<file path="src/rtl/mgmt_c22_pkg.sv">
package mgmt_c22_pkg;

    typedef enum logic [3:0] {
        S_IDLE,
        S_ARM,
        S_PRE,
        S_ST,
        S_OP,
        S_PHY,
        S_REG,
        S_TA,
        S_DATA,
        S_DONE
    } frame_state_e;

    // Field lengths of one management frame, in MDC bits
    localparam int PRE_LEN = 32;
    localparam int ST_LEN  = 2;
    localparam int OP_LEN  = 2;
    localparam int ADR_LEN = 5;
    localparam int TA_LEN  = 2;
    localparam int DAT_LEN = 16;
    localparam int CNT_W   = $clog2(PRE_LEN);

    // Register word layout
    localparam int REG_W        = 32;
    localparam int F_DATA_LSB   = 0;
    localparam int F_PHY_LSB    = 16;
    localparam int F_REG_LSB    = 21;
    localparam int F_OP_BIT     = 26;
    localparam int F_RVALID_BIT = 27;
    localparam int F_BUSY_BIT   = 28;

    // Interrupt layout
    localparam int DONE_CAUSE_BIT = 4;

    // Register byte offsets
    localparam int CMD_OFS   = 'h00;
    localparam int CAUSE_OFS = 'h7C;
    localparam int MASK_OFS  = 'h80;

endpackage

</file>
<file path="src/rtl/mgmt_mdc_gen.sv">
module mgmt_mdc_gen #(
    parameter int MDC_HALF = 4
) (
    input  logic clk,
    input  logic rst_n,
    output logic mdc,
    output logic rise_stb,
    output logic fall_stb
);
    localparam int CW = (MDC_HALF > 1) ? $clog2(MDC_HALF) : 1;

    logic [CW-1:0] cnt_q;
    logic          wrap;

    assign wrap = (cnt_q == CW'(MDC_HALF - 1));

    always_ff @(posedge clk or negedge rst_n) begin
        if (!rst_n) begin
            cnt_q <= '0;
            mdc   <= 1'b0;
        end else if (wrap) begin
            cnt_q <= '0;
            mdc   <= ~mdc;
        end else begin
            cnt_q <= cnt_q + 1'b1;
        end
    end

    // Strobes mark the system clock whose edge moves MDC
    assign rise_stb = wrap & ~mdc;
    assign fall_stb = wrap & mdc;


    mdc_hold_chk: assert property (@(posedge clk) disable iff (!rst_n)
        !wrap |=> $stable(mdc));

endmodule

</file>
<file path="src/rtl/mgmt_frame_fsm.sv">
module mgmt_frame_fsm
    import mgmt_c22_pkg::*;
(
    input  logic         clk,
    input  logic         rst_n,
    input  logic         fall_stb,
    input  logic         rise_stb,
    input  logic         start,
    input  logic         op_rd,
    input  logic [4:0]   phy_ad,
    input  logic [4:0]   reg_ad,
    input  logic [15:0]  wdata,
    input  logic         mdio_i,
    output logic         mdio_o,
    output logic         mdio_oe,
    output logic         busy,
    output logic         done,
    output logic [15:0]  rd_data
);
    frame_state_e      state, nxt;
    logic [CNT_W-1:0]  cnt_q, nxt_cnt;
    logic [15:0]       rd_sh;
    logic [2:0]        adr_idx;
    logic [3:0]        dat_idx;

    // Advance one field bit; move to succ after the field's last bit
    function automatic void step(input frame_state_e cur, input logic [CNT_W-1:0] c,
                                 input int len, input frame_state_e succ,
                                 output frame_state_e ns, output logic [CNT_W-1:0] nc);
        if (c == CNT_W'(len - 1)) begin
            ns = succ;
            nc = '0;
        end else begin
            ns = cur;
            nc = c + 1'b1;
        end
    endfunction

    always_comb begin
        nxt     = state;
        nxt_cnt = cnt_q;
        unique case (state)
            S_IDLE: if (start) nxt = S_ARM;
            S_ARM:  if (fall_stb) begin
                        nxt     = S_PRE;
                        nxt_cnt = '0;
                    end
            S_PRE:  if (fall_stb) step(state, cnt_q, PRE_LEN, S_ST,   nxt, nxt_cnt);
            S_ST:   if (fall_stb) step(state, cnt_q, ST_LEN,  S_OP,   nxt, nxt_cnt);
            S_OP:   if (fall_stb) step(state, cnt_q, OP_LEN,  S_PHY,  nxt, nxt_cnt);
            S_PHY:  if (fall_stb) step(state, cnt_q, ADR_LEN, S_REG,  nxt, nxt_cnt);
            S_REG:  if (fall_stb) step(state, cnt_q, ADR_LEN, S_TA,   nxt, nxt_cnt);
            S_TA:   if (fall_stb) step(state, cnt_q, TA_LEN,  S_DATA, nxt, nxt_cnt);
            S_DATA: if (fall_stb) step(state, cnt_q, DAT_LEN, S_DONE, nxt, nxt_cnt);
            S_DONE: nxt = S_IDLE;
            default: nxt = S_IDLE;
        endcase
    end

    // State register
    always_ff @(posedge clk or negedge rst_n) begin
        if (!rst_n) begin
            state <= S_IDLE;
            cnt_q <= '0;
        end else begin
            state <= nxt;
            cnt_q <= nxt_cnt;
        end
    end

    assign adr_idx = 3'(ADR_LEN - 1) - nxt_cnt[2:0];
    assign dat_idx = 4'(DAT_LEN - 1) - nxt_cnt[3:0];

    // Output register: the bit of the slot that a falling edge opens
    always_ff @(posedge clk or negedge rst_n) begin
        if (!rst_n) begin
            mdio_o  <= 1'b1;
            mdio_oe <= 1'b0;
        end else if (fall_stb) begin
            unique case (nxt)
                S_PRE: begin
                    mdio_o  <= 1'b1;
                    mdio_oe <= 1'b1;
                end
                S_ST: begin
                    mdio_o  <= nxt_cnt[0];
                    mdio_oe <= 1'b1;
                end
                S_OP: begin
                    mdio_o  <= op_rd ? ~nxt_cnt[0] : nxt_cnt[0];
                    mdio_oe <= 1'b1;
                end
                S_PHY: begin
                    mdio_o  <= phy_ad[adr_idx];
                    mdio_oe <= 1'b1;
                end
                S_REG: begin
                    mdio_o  <= reg_ad[adr_idx];
                    mdio_oe <= 1'b1;
                end
                S_TA: begin
                    mdio_o  <= ~nxt_cnt[0];
                    mdio_oe <= ~op_rd;
                end
                S_DATA: begin
                    mdio_o  <= wdata[dat_idx];
                    mdio_oe <= ~op_rd;
                end
                default: begin
                    mdio_o  <= 1'b1;
                    mdio_oe <= 1'b0;
                end
            endcase
        end
    end

    // Capture of returned data on rising MDC, MSB first
    always_ff @(posedge clk or negedge rst_n) begin
        if (!rst_n) begin
            rd_sh <= '0;
        end else if (rise_stb && state == S_DATA && op_rd) begin
            rd_sh <= {rd_sh[14:0], mdio_i};
        end
    end

    assign rd_data = rd_sh;
    assign busy    = (state != S_IDLE);
    assign done    = (state == S_DONE);


    pin_on_fall_chk: assert property (@(posedge clk) disable iff (!rst_n)
        (!$stable(mdio_o) || !$stable(mdio_oe)) |-> $past(fall_stb));


    rd_release_chk: assert property (@(posedge clk) disable iff (!rst_n)
        ((state == S_DATA || state == S_TA) && op_rd) |-> !mdio_oe);


    busy_drop_chk: assert property (@(posedge clk) disable iff (!rst_n)
        $fell(busy) |-> $past(done));

endmodule

</file>
<file path="src/rtl/mgmt_irq_unit.sv">
module mgmt_irq_unit (
    input  logic clk,
    input  logic rst_n,
    input  logic done,
    input  logic cause_wr,
    input  logic cause_wbit,
    input  logic mask_wr,
    input  logic mask_wbit,
    output logic cause_q,
    output logic mask_q,
    output logic irq
);
    always_ff @(posedge clk or negedge rst_n) begin
        if (!rst_n) begin
            cause_q <= 1'b0;
        end else if (done) begin
            cause_q <= 1'b1;
        end else if (cause_wr && !cause_wbit) begin
            cause_q <= 1'b0;
        end
    end

    always_ff @(posedge clk or negedge rst_n) begin
        if (!rst_n) begin
            mask_q <= 1'b0;
        end else if (mask_wr) begin
            mask_q <= mask_wbit;
        end
    end

    assign irq = cause_q & mask_q;


    cause_set_chk: assert property (@(posedge clk) disable iff (!rst_n)
        $rose(cause_q) |-> $past(done));


    cause_keep_chk: assert property (@(posedge clk) disable iff (!rst_n)
        (cause_q && cause_wr && cause_wbit) |=> cause_q);

endmodule

</file>
<file path="src/rtl/mgmt_c22_ctrl.sv">
module mgmt_c22_ctrl
    import mgmt_c22_pkg::*;
#(
    parameter int ADDR_W   = 8,
    parameter int MDC_HALF = 4
) (
    input  logic              clk,
    input  logic              rst_n,
    input  logic [ADDR_W-1:0] reg_addr,
    input  logic              reg_wr,
    input  logic [REG_W-1:0]  reg_wdata,
    output logic [REG_W-1:0]  reg_rdata,
    output logic              mdc,
    output logic              mdio_o,
    output logic              mdio_oe,
    input  logic              mdio_i,
    output logic              irq
);
    logic        rise_stb, fall_stb;
    logic        busy, done, start;
    logic        sel_cmd, sel_cause, sel_mask;
    logic        cmd_op, cmd_rvalid;
    logic [4:0]  cmd_phy, cmd_reg;
    logic [15:0] cmd_data, rd_data;
    logic        cause_q, mask_q;
    logic        unused_wbits;

    assign sel_cmd   = (reg_addr == ADDR_W'(CMD_OFS));
    assign sel_cause = (reg_addr == ADDR_W'(CAUSE_OFS));
    assign sel_mask  = (reg_addr == ADDR_W'(MASK_OFS));
    assign start     = reg_wr && sel_cmd && !busy;
    assign unused_wbits = ^reg_wdata[REG_W-1:F_OP_BIT+1];

    mgmt_mdc_gen #(.MDC_HALF(MDC_HALF)) u_mdc (
        .clk      (clk),
        .rst_n    (rst_n),
        .mdc      (mdc),
        .rise_stb (rise_stb),
        .fall_stb (fall_stb)
    );

    mgmt_frame_fsm u_fsm (
        .clk      (clk),
        .rst_n    (rst_n),
        .fall_stb (fall_stb),
        .rise_stb (rise_stb),
        .start    (start),
        .op_rd    (cmd_op),
        .phy_ad   (cmd_phy),
        .reg_ad   (cmd_reg),
        .wdata    (cmd_data),
        .mdio_i   (mdio_i),
        .mdio_o   (mdio_o),
        .mdio_oe  (mdio_oe),
        .busy     (busy),
        .done     (done),
        .rd_data  (rd_data)
    );

    mgmt_irq_unit u_irq (
        .clk        (clk),
        .rst_n      (rst_n),
        .done       (done),
        .cause_wr   (reg_wr && sel_cause),
        .cause_wbit (reg_wdata[DONE_CAUSE_BIT]),
        .mask_wr    (reg_wr && sel_mask),
        .mask_wbit  (reg_wdata[DONE_CAUSE_BIT]),
        .cause_q    (cause_q),
        .mask_q     (mask_q),
        .irq        (irq)
    );

    // Command word storage
    always_ff @(posedge clk or negedge rst_n) begin
        if (!rst_n) begin
            cmd_op     <= 1'b0;
            cmd_phy    <= '0;
            cmd_reg    <= '0;
            cmd_data   <= '0;
            cmd_rvalid <= 1'b0;
        end else if (start) begin
            cmd_op     <= reg_wdata[F_OP_BIT];
            cmd_phy    <= reg_wdata[F_PHY_LSB +: 5];
            cmd_reg    <= reg_wdata[F_REG_LSB +: 5];
            cmd_data   <= reg_wdata[F_DATA_LSB +: 16];
            cmd_rvalid <= 1'b0;
        end else if (done && cmd_op) begin
            cmd_data   <= rd_data;
            cmd_rvalid <= 1'b1;
        end
    end

    always_comb begin
        reg_rdata = '0;
        if (sel_cmd) begin
            reg_rdata[F_DATA_LSB +: 16] = cmd_data;
            reg_rdata[F_PHY_LSB +: 5]   = cmd_phy;
            reg_rdata[F_REG_LSB +: 5]   = cmd_reg;
            reg_rdata[F_OP_BIT]         = cmd_op;
            reg_rdata[F_RVALID_BIT]     = cmd_rvalid;
            reg_rdata[F_BUSY_BIT]       = busy;
        end else if (sel_cause) begin
            reg_rdata[DONE_CAUSE_BIT]   = cause_q;
        end else if (sel_mask) begin
            reg_rdata[DONE_CAUSE_BIT]   = mask_q;
        end
    end


    busy_ignore_chk: assert property (@(posedge clk) disable iff (!rst_n)
        (busy && reg_wr && sel_cmd) |=> $stable({cmd_op, cmd_phy, cmd_reg}));


    rvalid_clear_chk: assert property (@(posedge clk) disable iff (!rst_n)
        start |=> !cmd_rvalid);

endmodule

</file>
<file path="config.mk">
export PLATFORM = sky130hd
export DESIGN_NAME = mgmt_c22_ctrl
export DESIGN_NICKNAME = d
export VERILOG_FILES = /design/src/rtl/mgmt_c22_pkg.sv /design/src/rtl/mgmt_mdc_gen.sv /design/src/rtl/mgmt_frame_fsm.sv /design/src/rtl/mgmt_irq_unit.sv /design/src/rtl/mgmt_c22_ctrl.sv
export SDC_FILE = /design/constraint.sdc
export NUM_CORES = 1
export LEC_CHECK = 0
export CORE_UTILIZATION = 58
export DETAILED_ROUTE_END_ITERATION = 10
export DONT_BUFFER_PORTS = 1
export PLACE_DENSITY = 0.77
export SLEW_MARGIN = 10
export SYNTH_ARGS = -nofsm -noshare
export SYNTH_HDL_FRONTEND = slang
export SYNTH_HIERARCHICAL = 1
export SYNTH_SLANG_ARGS = --single-unit
</file>
<file path="constraint.sdc">
create_clock -name clk -period 3.48 [get_ports clk]
set_clock_uncertainty 0.15 [all_clocks]
set_input_delay 0.174 -clock clk [delete_from_list [all_inputs] [get_ports clk]]
set_output_delay 0.174 -clock clk [all_outputs]
set_load 0.005 [all_outputs]
</file>
---- After elaboration in Yosys (flattened, before gate mapping) ----
Cells that the tools add are included.
cells by class
  add/sub/neg operators ................... 4
  multipliers ............................. 0
  divide/modulo/power cells ............... 0
  $lt $le $gt $ge ......................... 2
  eq/ne operators ......................... 28
  shifts and indexed selects .............. 0
  muxes and demuxes ....................... 48
  bitwise gates (word level) .............. 6
  reduce and logical (&&, ||, !) cells .... 21
operator list
  cell                   count
  $mux W4                17
  $mux W5                9
  $pmux W4 S9            1
  $eq A4 B3 Y1 const B   8
  $mux W16               2
  $pmux W5 S5            1
  $mux W24               1
  $eq A4 B2 Y1 const B   4
  $eq A4 B4 Y1 const B   3
  $mux W1                11
  $eq A8 B7 Y1 const B   1
  $eq A8 B8 Y1 const B   1
  $logic_and A1 B1 Y1    8
  $logic_not A8 Y1       1
  $bmux W1 S3            2
  $ne A2 B2 Y1 const B   3
  $pmux W1 S6            1
  $reduce_and A6 Y1      1
  $add A5 B1 Y5 const B  1
  $eq A5 B1 Y1 const B   1
  $eq A5 B3 Y1 const B   1
  $eq A5 B4 Y1 const B   1
  $eq A5 B5 Y1 const B   1
  $lt A4 B5 Y1 const B   1
  20 further kinds       28
word-level totals
  flip-flop bits (word level) ............. 60
  latch bits .............................. 0
  RAM bits ................................ 0
  ROM bits ................................ 0
  bits of input ports ..................... 44
  logic and storage cells ................. 124
  memories ................................ 0

---- Depth between registers and ports, before layout ----
Gate-level depths: netlist of the first run.
  depth in word-level cells ............... 8
  mapped depth ............................ 18
  gate-level depth less buffers ........... 17

---- Cells and area by module ----
Netlist of the first run, hierarchy kept.
by module, submodules not included
  module          instances  cells an instance  area each (µm²)  seq. area each (µm²)
  mgmt_frame_fsm  1          231                2235.9           676.9
  mgmt_c22_ctrl   1          134                1622.8           700.7
  mgmt_mdc_gen    1          8                  116.4            75.1
  mgmt_irq_unit   1          6                  85.1             50.0

---- Worst setup path before layout of the first run ----
Ideal clock, no wire load.
  path type ............................... reg-to-reg
  start point ............................. register u_mdc.cnt_q[0]
  end point ............................... register u_fsm.mdio_o
  setup time .............................. 90 ps
  arrival time ............................ 3550 ps
  required time ........................... 3240 ps
  path slack .............................. -310 ps
  stages on the path, launching flop included .. 18
  clock period less this slack ............ 3790 ps
  cell sequence ........................... dfrtp_1 -> ha_1 -> and2_2 -> inv_1 -> ha_1 -> a22oi_1 -> nand3_1 -> a32oi_4 -> buf_6 -> inv_1 -> ha_1 -> nand3_1 -> nor2_1 -> a311oi_1 -> nand3_2 -> mux2_4 -> a22oi_2 -> o211ai_2
between the ends
  word-level cells in the longest chain between the ends .. 8
ends and longest elaborated chain
  item                            line                                        RTL
  start: declaration              mgmt_mdc_gen.sv:12                          logic [CW-1:0] cnt_q;
  start signal: assignment        mgmt_mdc_gen.sv:25                          cnt_q <= cnt_q + 1'b1;
  $eq A2 B2 Y1 *                  mgmt_mdc_gen.sv:15                          assign wrap = (cnt_q == CW'(MDC_HALF - 1));
  $and A1 B1 Y1 *                 mgmt_mdc_gen.sv:31                          assign fall_stb = wrap & mdc;
  net fall_stb                    mgmt_c22_ctrl.sv:19                         logic rise_stb, fall_stb;
  $mux W5 (on tied branches)      --
  $pmux W5 S5 *                   mgmt_frame_fsm.sv:42                        unique case (state)
  $sub A3 B3 Y3 *                 mgmt_frame_fsm.sv:71                        assign adr_idx = 3'(ADR_LEN - 1) - nxt_cnt[2:0];
  net u_fsm.adr_idx[0]            mgmt_frame_fsm.sv:23                        logic [2:0] adr_idx;
  $bmux W1 S3 (on tied branches)  mgmt_frame_fsm.sv:98, mgmt_frame_fsm.sv:94
  $mux W1 (on tied branches)      mgmt_frame_fsm.sv:98, mgmt_frame_fsm.sv:94
  $pmux W1 S6 *                   mgmt_frame_fsm.sv:80                        unique case (nxt)
  end signal: assignment          mgmt_frame_fsm.sv:86                        mdio_o <= nxt_cnt[0];
  end signal: assignment          mgmt_frame_fsm.sv:98                        mdio_o <= reg_ad[adr_idx];
  end signal: assignment          mgmt_frame_fsm.sv:102                       mdio_o <= ~nxt_cnt[0];
  end: declaration                mgmt_frame_fsm.sv:14                        output logic mdio_o,
The timed path passes the listed nets; every way through them passes the cells marked *. The select of a mux whose other input is x is not followed.
A chain may end at the register's enable or synchronous reset.

---- Worst setup path in the final report of the first run ----
  start point ............................. register u_mdc.cnt_q[0]
  end point ............................... register u_fsm.mdio_o
between the ends
  word-level cells in the longest chain between the ends .. 8
ends and longest elaborated chain
  item                                                   line                                                               RTL
  $eq A2 B2 Y1 *                                         mgmt_mdc_gen.sv:15
  $and A1 B1 Y1 *                                        mgmt_mdc_gen.sv:31
  net fall_stb                                           mgmt_c22_ctrl.sv:19
  $mux W5 (on tied branches)                             --
  $pmux W5 S5                                            mgmt_frame_fsm.sv:42
  $sub A4 B4 Y4 / $sub A3 B3 Y3 (equally long branches)  mgmt_frame_fsm.sv:72, mgmt_frame_fsm.sv:71
  $bmux W1 S4 (tied with other cells)                    mgmt_frame_fsm.sv:106                                              mdio_o <= wdata[dat_idx];
  $mux W1 (on tied branches)                             mgmt_frame_fsm.sv:106, mgmt_frame_fsm.sv:94, mgmt_frame_fsm.sv:98
  $pmux W1 S6                                            mgmt_frame_fsm.sv:80
  end signal: assignment                                 mgmt_frame_fsm.sv:86
  end signal: assignment                                 mgmt_frame_fsm.sv:90                                               mdio_o <= op_rd ? ~nxt_cnt[0] : nxt_cnt[0];
  end signal: assignment                                 mgmt_frame_fsm.sv:106
Marked as above.

==> impl_metrics.py, run 1 <==
metrics = {
    "status": {
        "status": "complete, no violations",
    },
    "route": {
        "wire_per_inst_um": 18.2,
        "antenna_left": 0,
        "dr_total_vias": 3135,
        "drc": 0,
        "via_per_inst": 6.03,
        "drt_iter0_markers": 193,
        "firstDrtPassIters": 5,
        "wl_mm": 9.48,
    },
    "cts": {
        "clk_transition_reported_paths_ns": 0.08,
        "cts_made_buffers": 9,
        "cts_buffer_depth": 2,
        "clockRootBuffer": "clkbuf_8",
        "insertion_delay_ns": 0.33,
        "htree_levels": 3,
        "cts.sinks": 60,
        "tritoncts": "yes",
    },
    "global_routing": {
        "antenna_found_initial": 0,
        "grt_pass1_vias": 3191,
        "grt_first_pass_wirelength_mm": 15.5,
        "grt_max_degree": 61,
        "track_usage_pct": 27.0,
        "overflow": 0,
    },
    "timing": {
        "slew_violations": 0,
        "tightestPinTransition_ns": 0.712,
        "timing.fmax_ghz": 0.299,
        "hold_slack_ns": 0.0124,
        "setup_viol": 0,
        "relSlewSlack_pct": 52.5,
        "hold_viol_final": 0,
        "fin_crit_sh_pct": 96.0,
        "fin_ws_ns": 0.138,
        "timing.final.crit_period_ns": 3.34,
    },
    "layout": {
        "fin_area_um2": 4780,
        "area_growth_pct": 17.6,
        "antenna_cells": 0,
        "nets": 472,
        "final_cell_mix": "59 x mux2_2, 58 x dfrtp_1, 31 x dlygate4sd3_1, 22 x nor2_1",
        "final_common_cell": "mux2_2",
        "drive_gt1_share_pct": 37.5,
        "fillers": 456,
    },
    "flow_run": {
        "drv_cap": 0,
    },
    "setup_path": {
        "crit_buf_inv": 2,
        "path_cells": "ha_4 > and2_4 > inv_4 > ha_4 > a22oi_2 > nand3_1 > a32oi_4 > inv_2 > ha_4 > nand3_1 > nor2_1 > a311oi_2 > nand3_2 > mux2_4 > a22oi_2 > o211ai_2",
        "crit_path_end_kind": "register",
        "cp-start-kind": "register",
        "crit_family": "compound AO/OA/AOI/OAI gates",
        "crit_fanout": 5,
        "crit_type": "register to register",
        "cp_slowest_stage_delay_ns": 0.41,
        "crit_arrival_ns": 3.43,
        "cp_slowest_cell": "dfrtp_1",
        "worstPathRequired_ns": 3.57,
        "crit_top_cell": "ha_4",
    },
    "power_and_ir_drop": {
        "clkPwrFrac_pct": 44.9,
        "internal-power_w": 0.00106,
        "p_sw_w": 0.000311,
        "combPwrFrac_pct": 4.3,
        "powerDensity_nw_per_um2": 288,
        "sequentialPowerShare_pct": 50.8,
        "p_sw_share_pct": 22.6,
        "leakagePower_nw": 2.35,
        "irDropWorstVdd_uv": 312,
    },
    "synth": {
        "synth-main-ff-cell": "dfrtp_1",
        "ys_ff_latch": 60,
        "yosys_warnings": 6,
        "synth_area_um2": 4060,
        "synthArstFlopShare_pct": 100,
        "synth.avg_cell_area_um2": 10.7,
        "netlist_instances": 379,
        "ys_types": 77,
        "yosysSeqAreaShare_pct": 37.0,
        "synth_edf_count": 0,
    },
    "floorplan": {
        "start_util_pct": 59.8,
        "ioPinCount": 80,
        "die_area_um2": 7340,
        "dieHeight_um": 85.7,
        "dieWidth_um": 85.7,
        "core_area_um2": 6790,
        "rows": 30,
    },
    "placement": {
        "io_buffer_count": 0,
        "dp_slack_ns": 0.0787,
        "placed_area_um2": 4170,
        "place_congestion": 0.946,
        "hpwl_mm": 6.21,
    },
    "hold_path": {
        "hold_class": "primary input to register",
    },
}
## cell families after synthesis
logic type | count (synthesis) | synth area share (%)
other cells | 1 | 0.0924
xor+xnor | 4 | 0.863
flops | 60 | 37.0
simple gates | 125 | 20.3
buf+inv | 41 | 5.39
mux | 79 | 21.9
fa+ha+maj | 9 | 2.77
compound gates | 60 | 11.6
## power groups by stage
stage | registers [W] | clock network [W] | logic (W)
3_5_place_dp | 0.000712 | 0 | 0.0000129
3_3_place_gp | 0.000712 | 0 | 0.0000125
4_1_cts | 0.000699 | 0.000629 | 0.0000586
5_1_grt | 0.000698 | 0.000661 | 0.0000650
6_report | 0.000699 | 0.000617 | 0.0000585
2_1_floorplan | 0.000712 | 0 | 0.0000128
## synthesized netlist by cell type (all sizes together), types with 3 or more instances
cell type	instances	area, um2
mux2	63	717
dfrtp	59	1480
and3	34	236
nor2	23	86.3
inv	17	66.3
buf	15	119
mux2i	15	150
a21oi	13	65.1
nand2	13	48.8
nand3	12	77.6
o21ai	12	63.8
clkbuf	9	33.8
ha	9	113
nor2b	8	50.1
nand2b	6	37.5
nor4	5	67.6
a21o	4	30.0
and2	4	27.5
nor3	4	31.3
nor4b	4	56.3
o211ai	4	35.0
a221oi	3	26.3
a22oi	3	27.5
nor3b	3	27.5
## worst reg2reg max path, delay by kind of cell (launching register included)
| family | cells | cell delay (ns) |
|---|---|---|
| DFF | 1 | 0.41 |
| muxes | 1 | 0.32 |
| and+or+nand+nor | 5 | 0.59 |
| adders and majority gates | 3 | 0.59 |
| buffers and inverters | 2 | 0.18 |
| AOI/OAI and AO/OA | 5 | 1.01 |
## final timing paths
check | slack (ns) | from | endpoint | cells past startpoint
hold reg to reg | 0.37 | u_irq/cause_q$_DFFE_PN0P_ | u_irq/cause_q$_DFFE_PN0P_ | 1
hold / removal | 0.01 | reg_addr[2] | u_irq/cause_q$_DFFE_PN0P_ | 4
setup / recovery | 0.14 | u_mdc/cnt_q[0]$_DFF_PN0_ | u_fsm/mdio_o$_DFFE_PN1P_ | 16
min in group asynchronous | 0.23 | rst_n | u_irq/cause_q$_DFFE_PN0P_ | 2
max in group asynchronous | 2.62 | rst_n | u_fsm/mdio_o$_DFFE_PN1P_ | 2
setup reg to reg | 0.14 | u_mdc/cnt_q[0]$_DFF_PN0_ | u_fsm/mdio_o$_DFFE_PN1P_ | 16
## through the flow
stage	std cells	total power [W]	utilization, %	TNS, ns
finish	520	0.00137	70.3	0
global route	520	0.00142	70.3	-0.00913
CTS	516	0.00139	69.3	0
detailed placement	468	0.000725	61.4	0
global placement	468	0.000724	61.4	0
floorplan	381	0.000725	-	0
## area by class of cell
class                      count  area (um2)  share of cell area (%)
clock buffer                   9         124                    2.59
clock inverter                 7        73.8                    1.55
inverter                      17        68.8                    1.44
multi-input combinational    280        2400                    50.4
sequential                    60        1500                    31.5
tap                           96         120                    2.52
timing repair buffer          51         480                    10.1
## routing by layer
metal | vias up | global-route usage (%) | share of wire [%]
li1 | 1472 | - | -
met1 | 1555 | 35.5 | 44
met2 | 94 | 44.9 | 50
met3 | 14 | 4.62 | 4.2
met4 | 0 | 10.0 | 1.7
met5 | - | 0 | 0
## repair_timing
item | in CTS | in global routing
buffers inserted | 0 | 4
hold buffers | 32 | 0
gates resized for setup | 0 | 7
endpoints found under the hold margin | 90 | 0
setup endpoints to repair | 0 | 1
(Power assumes the default switching activity.)
==> run 2: changes to the inputs <==
--- a/config.mk
+++ b/config.mk
@@ -5,6 +5,7 @@
 export SDC_FILE = /design/constraint.sdc
 export NUM_CORES = 1
 export LEC_CHECK = 0
+export CORE_ASPECT_RATIO = 1.4
 export CORE_UTILIZATION = 58
 export DETAILED_ROUTE_END_ITERATION = 10
 export DONT_BUFFER_PORTS = 1
==> run 2 against run 1 <==
- clock-buffer cell count unchanged
- non-clock buffer count increased by 4
- combinational power increased by 4.1%
- total power increased by 12%
- design area increased by 1.2%
- largest cell class unchanged
- largest power group is now the clock network
==> impl_metrics.py, run 2 (synthesis results as in run 1) <==
metrics = {
    "timing": {
        "setup_viol": 0,
        "tightestPinTransition_ns": 0.751,
        "relSlewSlack_pct": 49.8,
        "slew_violations": 0,
        "timing.fmax_ghz": 0.300,
        "timing.final.crit_period_ns": 3.33,
        "hold_slack_ns": 0.0278,
        "fin_crit_sh_pct": 95.7,
        "hold_viol_final": 0,
    },
    "floorplan": {
        "rows": 35,
        "ioPinCount": 80,
        "dieWidth_um": 72.7,
        "core_area_um2": 6660,
        "die_area_um2": 7340,
        "dieHeight_um": 101,
        "start_util_pct": 61.0,
    },
    "cts": {
        "htree_levels": 3,
        "tritoncts": "yes",
        "cts_made_buffers": 9,
        "cts.sinks": 60,
        "clockRootBuffer": "clkbuf_8",
        "cts_buffer_depth": 2,
        "clk_transition_reported_paths_ns": 0.07,
        "insertion_delay_ns": 0.35,
    },
    "placement": {
        "io_buffer_count": 0,
        "hpwl_mm": 6.35,
        "place_congestion": 0.858,
    },
    "flow_run": {
        "drv_cap": 0,
    },
    "setup_path": {
        "crit_arrival_ns": 3.44,
        "cp_slowest_stage_delay_ns": 0.38,
        "regToRegSetupSlack_ns": 0.15,
        "path_cells": "ha_2 > and2_4 > inv_4 > ha_4 > a22oi_2 > o211ai_1 > a32oi_4 > inv_2 > ha_2 > inv_2 > nand3_1 > a211o_1 > nand3_2 > mux2_4 > a22oi_2 > o211ai_2",
        "crit_fanout": 5,
        "crit_family": "compound AO/OA/AOI/OAI gates",
        "cp_slowest_cell": "dfrtp_1",
        "crit_type": "register to register",
        "crit_path_end_kind": "register",
        "cp-start-kind": "register",
        "worstPathRequired_ns": 3.59,
        "crit_buf_inv": 3,
    },
    "layout": {
        "seqCellArea_um2": 1500,
        "fillers": 456,
        "final_cell_mix": "59 x mux2_2, 58 x dfrtp_1, 33 x dlygate4sd3_1, 23 x nor2_1, 21 x buf_4",
        "nets": 476,
        "drive_gt1_share_pct": 37.6,
        "area_growth_pct": 19.0,
        "antenna_cells": 0,
        "final_common_cell": "mux2_2",
        "multiInputGateArea_um2": 2380,
    },
    "route": {
        "wire_per_inst_um": 19.6,
        "drc": 0,
        "firstDrtPassIters": 4,
        "antenna_left": 0,
        "drt_iter0_markers": 179,
        "via_per_inst": 6.06,
        "dr_total_vias": 3153,
        "wl_mm": 10.2,
    },
    "global_routing": {
        "overflow": 0,
        "track_usage_pct": 30.1,
        "grt_pass1_vias": 3358,
        "grt_first_pass_wirelength_mm": 16.6,
        "antenna_found_initial": 0,
        "grt_max_degree": 61,
    },
    "hold_path": {
        "hold_class": "primary input to register",
    },
    "power_and_ir_drop": {
        "irDropWorstVdd_uv": 474,
        "powerDensity_nw_per_um2": 319,
        "leakagePower_nw": 2.38,
        "power_w": 0.00154,
    },
    "status": {
        "status": "complete, no violations",
    },
}
[run 2: cell types whose count changed in the layout (fill, tap and decap cells not counted), sizes merged]
cell         delta
buf             +2
clkinv          -1
bufinv          +2
inv             -1
dlygate4sd3     +2
[run 2: what timing repair did]
action,4_1_cts,5_1_grt
hold buffers,34,0
buffers inserted,0,1
gates resized for setup,0,7
setup endpoints to repair,0,1
endpoints found under the hold margin,90,0
[run 2: cell type report]
cell class	count	area share, %
clock buffers	9	2.56
clock inverters	7	2.56
inverters	17	1.42
multi-input cells	280	49.3
flip-flops and latches	60	31.1
well taps	92	2.38
repair buffers	55	10.7
[run 2: tightest hold or removal path: cells and delay by family]
| family | cells | cell delay (ns) |
|---|---|---|
| AND/OR/NAND/NOR | 3 | 0.21 |
| AO/OA/AOI/OAI | 1 | 0.10 |
[run 2: final timing paths]
check / from / cells after the start / end
worst max-delay path: u_mdc/cnt_q[0]$_DFF_PN0_ / 16 / u_fsm/mdio_o$_DFFE_PN1P_
max in group asynchronous: rst_n / 2 / u_fsm/mdio_o$_DFFE_PN1P_
worst min register to register: u_mdc/cnt_q[0]$_DFF_PN0_ / 1 / u_mdc/cnt_q[0]$_DFF_PN0_
worst min-delay path: reg_addr[0] / 4 / u_irq/cause_q$_DFFE_PN0P_
worst max register to register: u_mdc/cnt_q[0]$_DFF_PN0_ / 16 / u_fsm/mdio_o$_DFFE_PN1P_
min in group asynchronous: rst_n / 2 / u_fsm/cnt_q[1]$_DFF_PN0_
[run 2: power breakdown]
part | internal (W) | switching (W)
logic | 0.0000332 | 0.0000277
clock network | 0.000480 | 0.000302
registers | 0.000698 | 0.000000752
[run 2: routing by layer]
metal	part of all wire [%]	vias to the layer above	wire, um	global-route usage [%]
met5	0	-	0	0
met4	2.4	0	240	15.4
met3	4.1	19	420	5.20
met2	56	89	5670	54.6
met1	38	1570	3850	33.2
li1	-	1475	-	-
[run 2: per-stage QoR]
step / utilization (%) / cells / setup TNS, ns / cell area (um2) / setup WS, ns
2_1_floorplan: - / 381 / 0 / 4090 / 0.00499
3_3_place_gp: 63.2 / 469 / 0 / 4210 / 0.179
3_5_place_dp: 63.2 / 469 / 0 / 4210 / 0.0617
4_1_cts: 72.3 / 519 / 0 / 4810 / 0.0284
5_1_grt: 72.6 / 520 / -0.0260 / 4830 / -0.0260
6_report: 72.6 / 520 / 0 / 4830 / 0.149
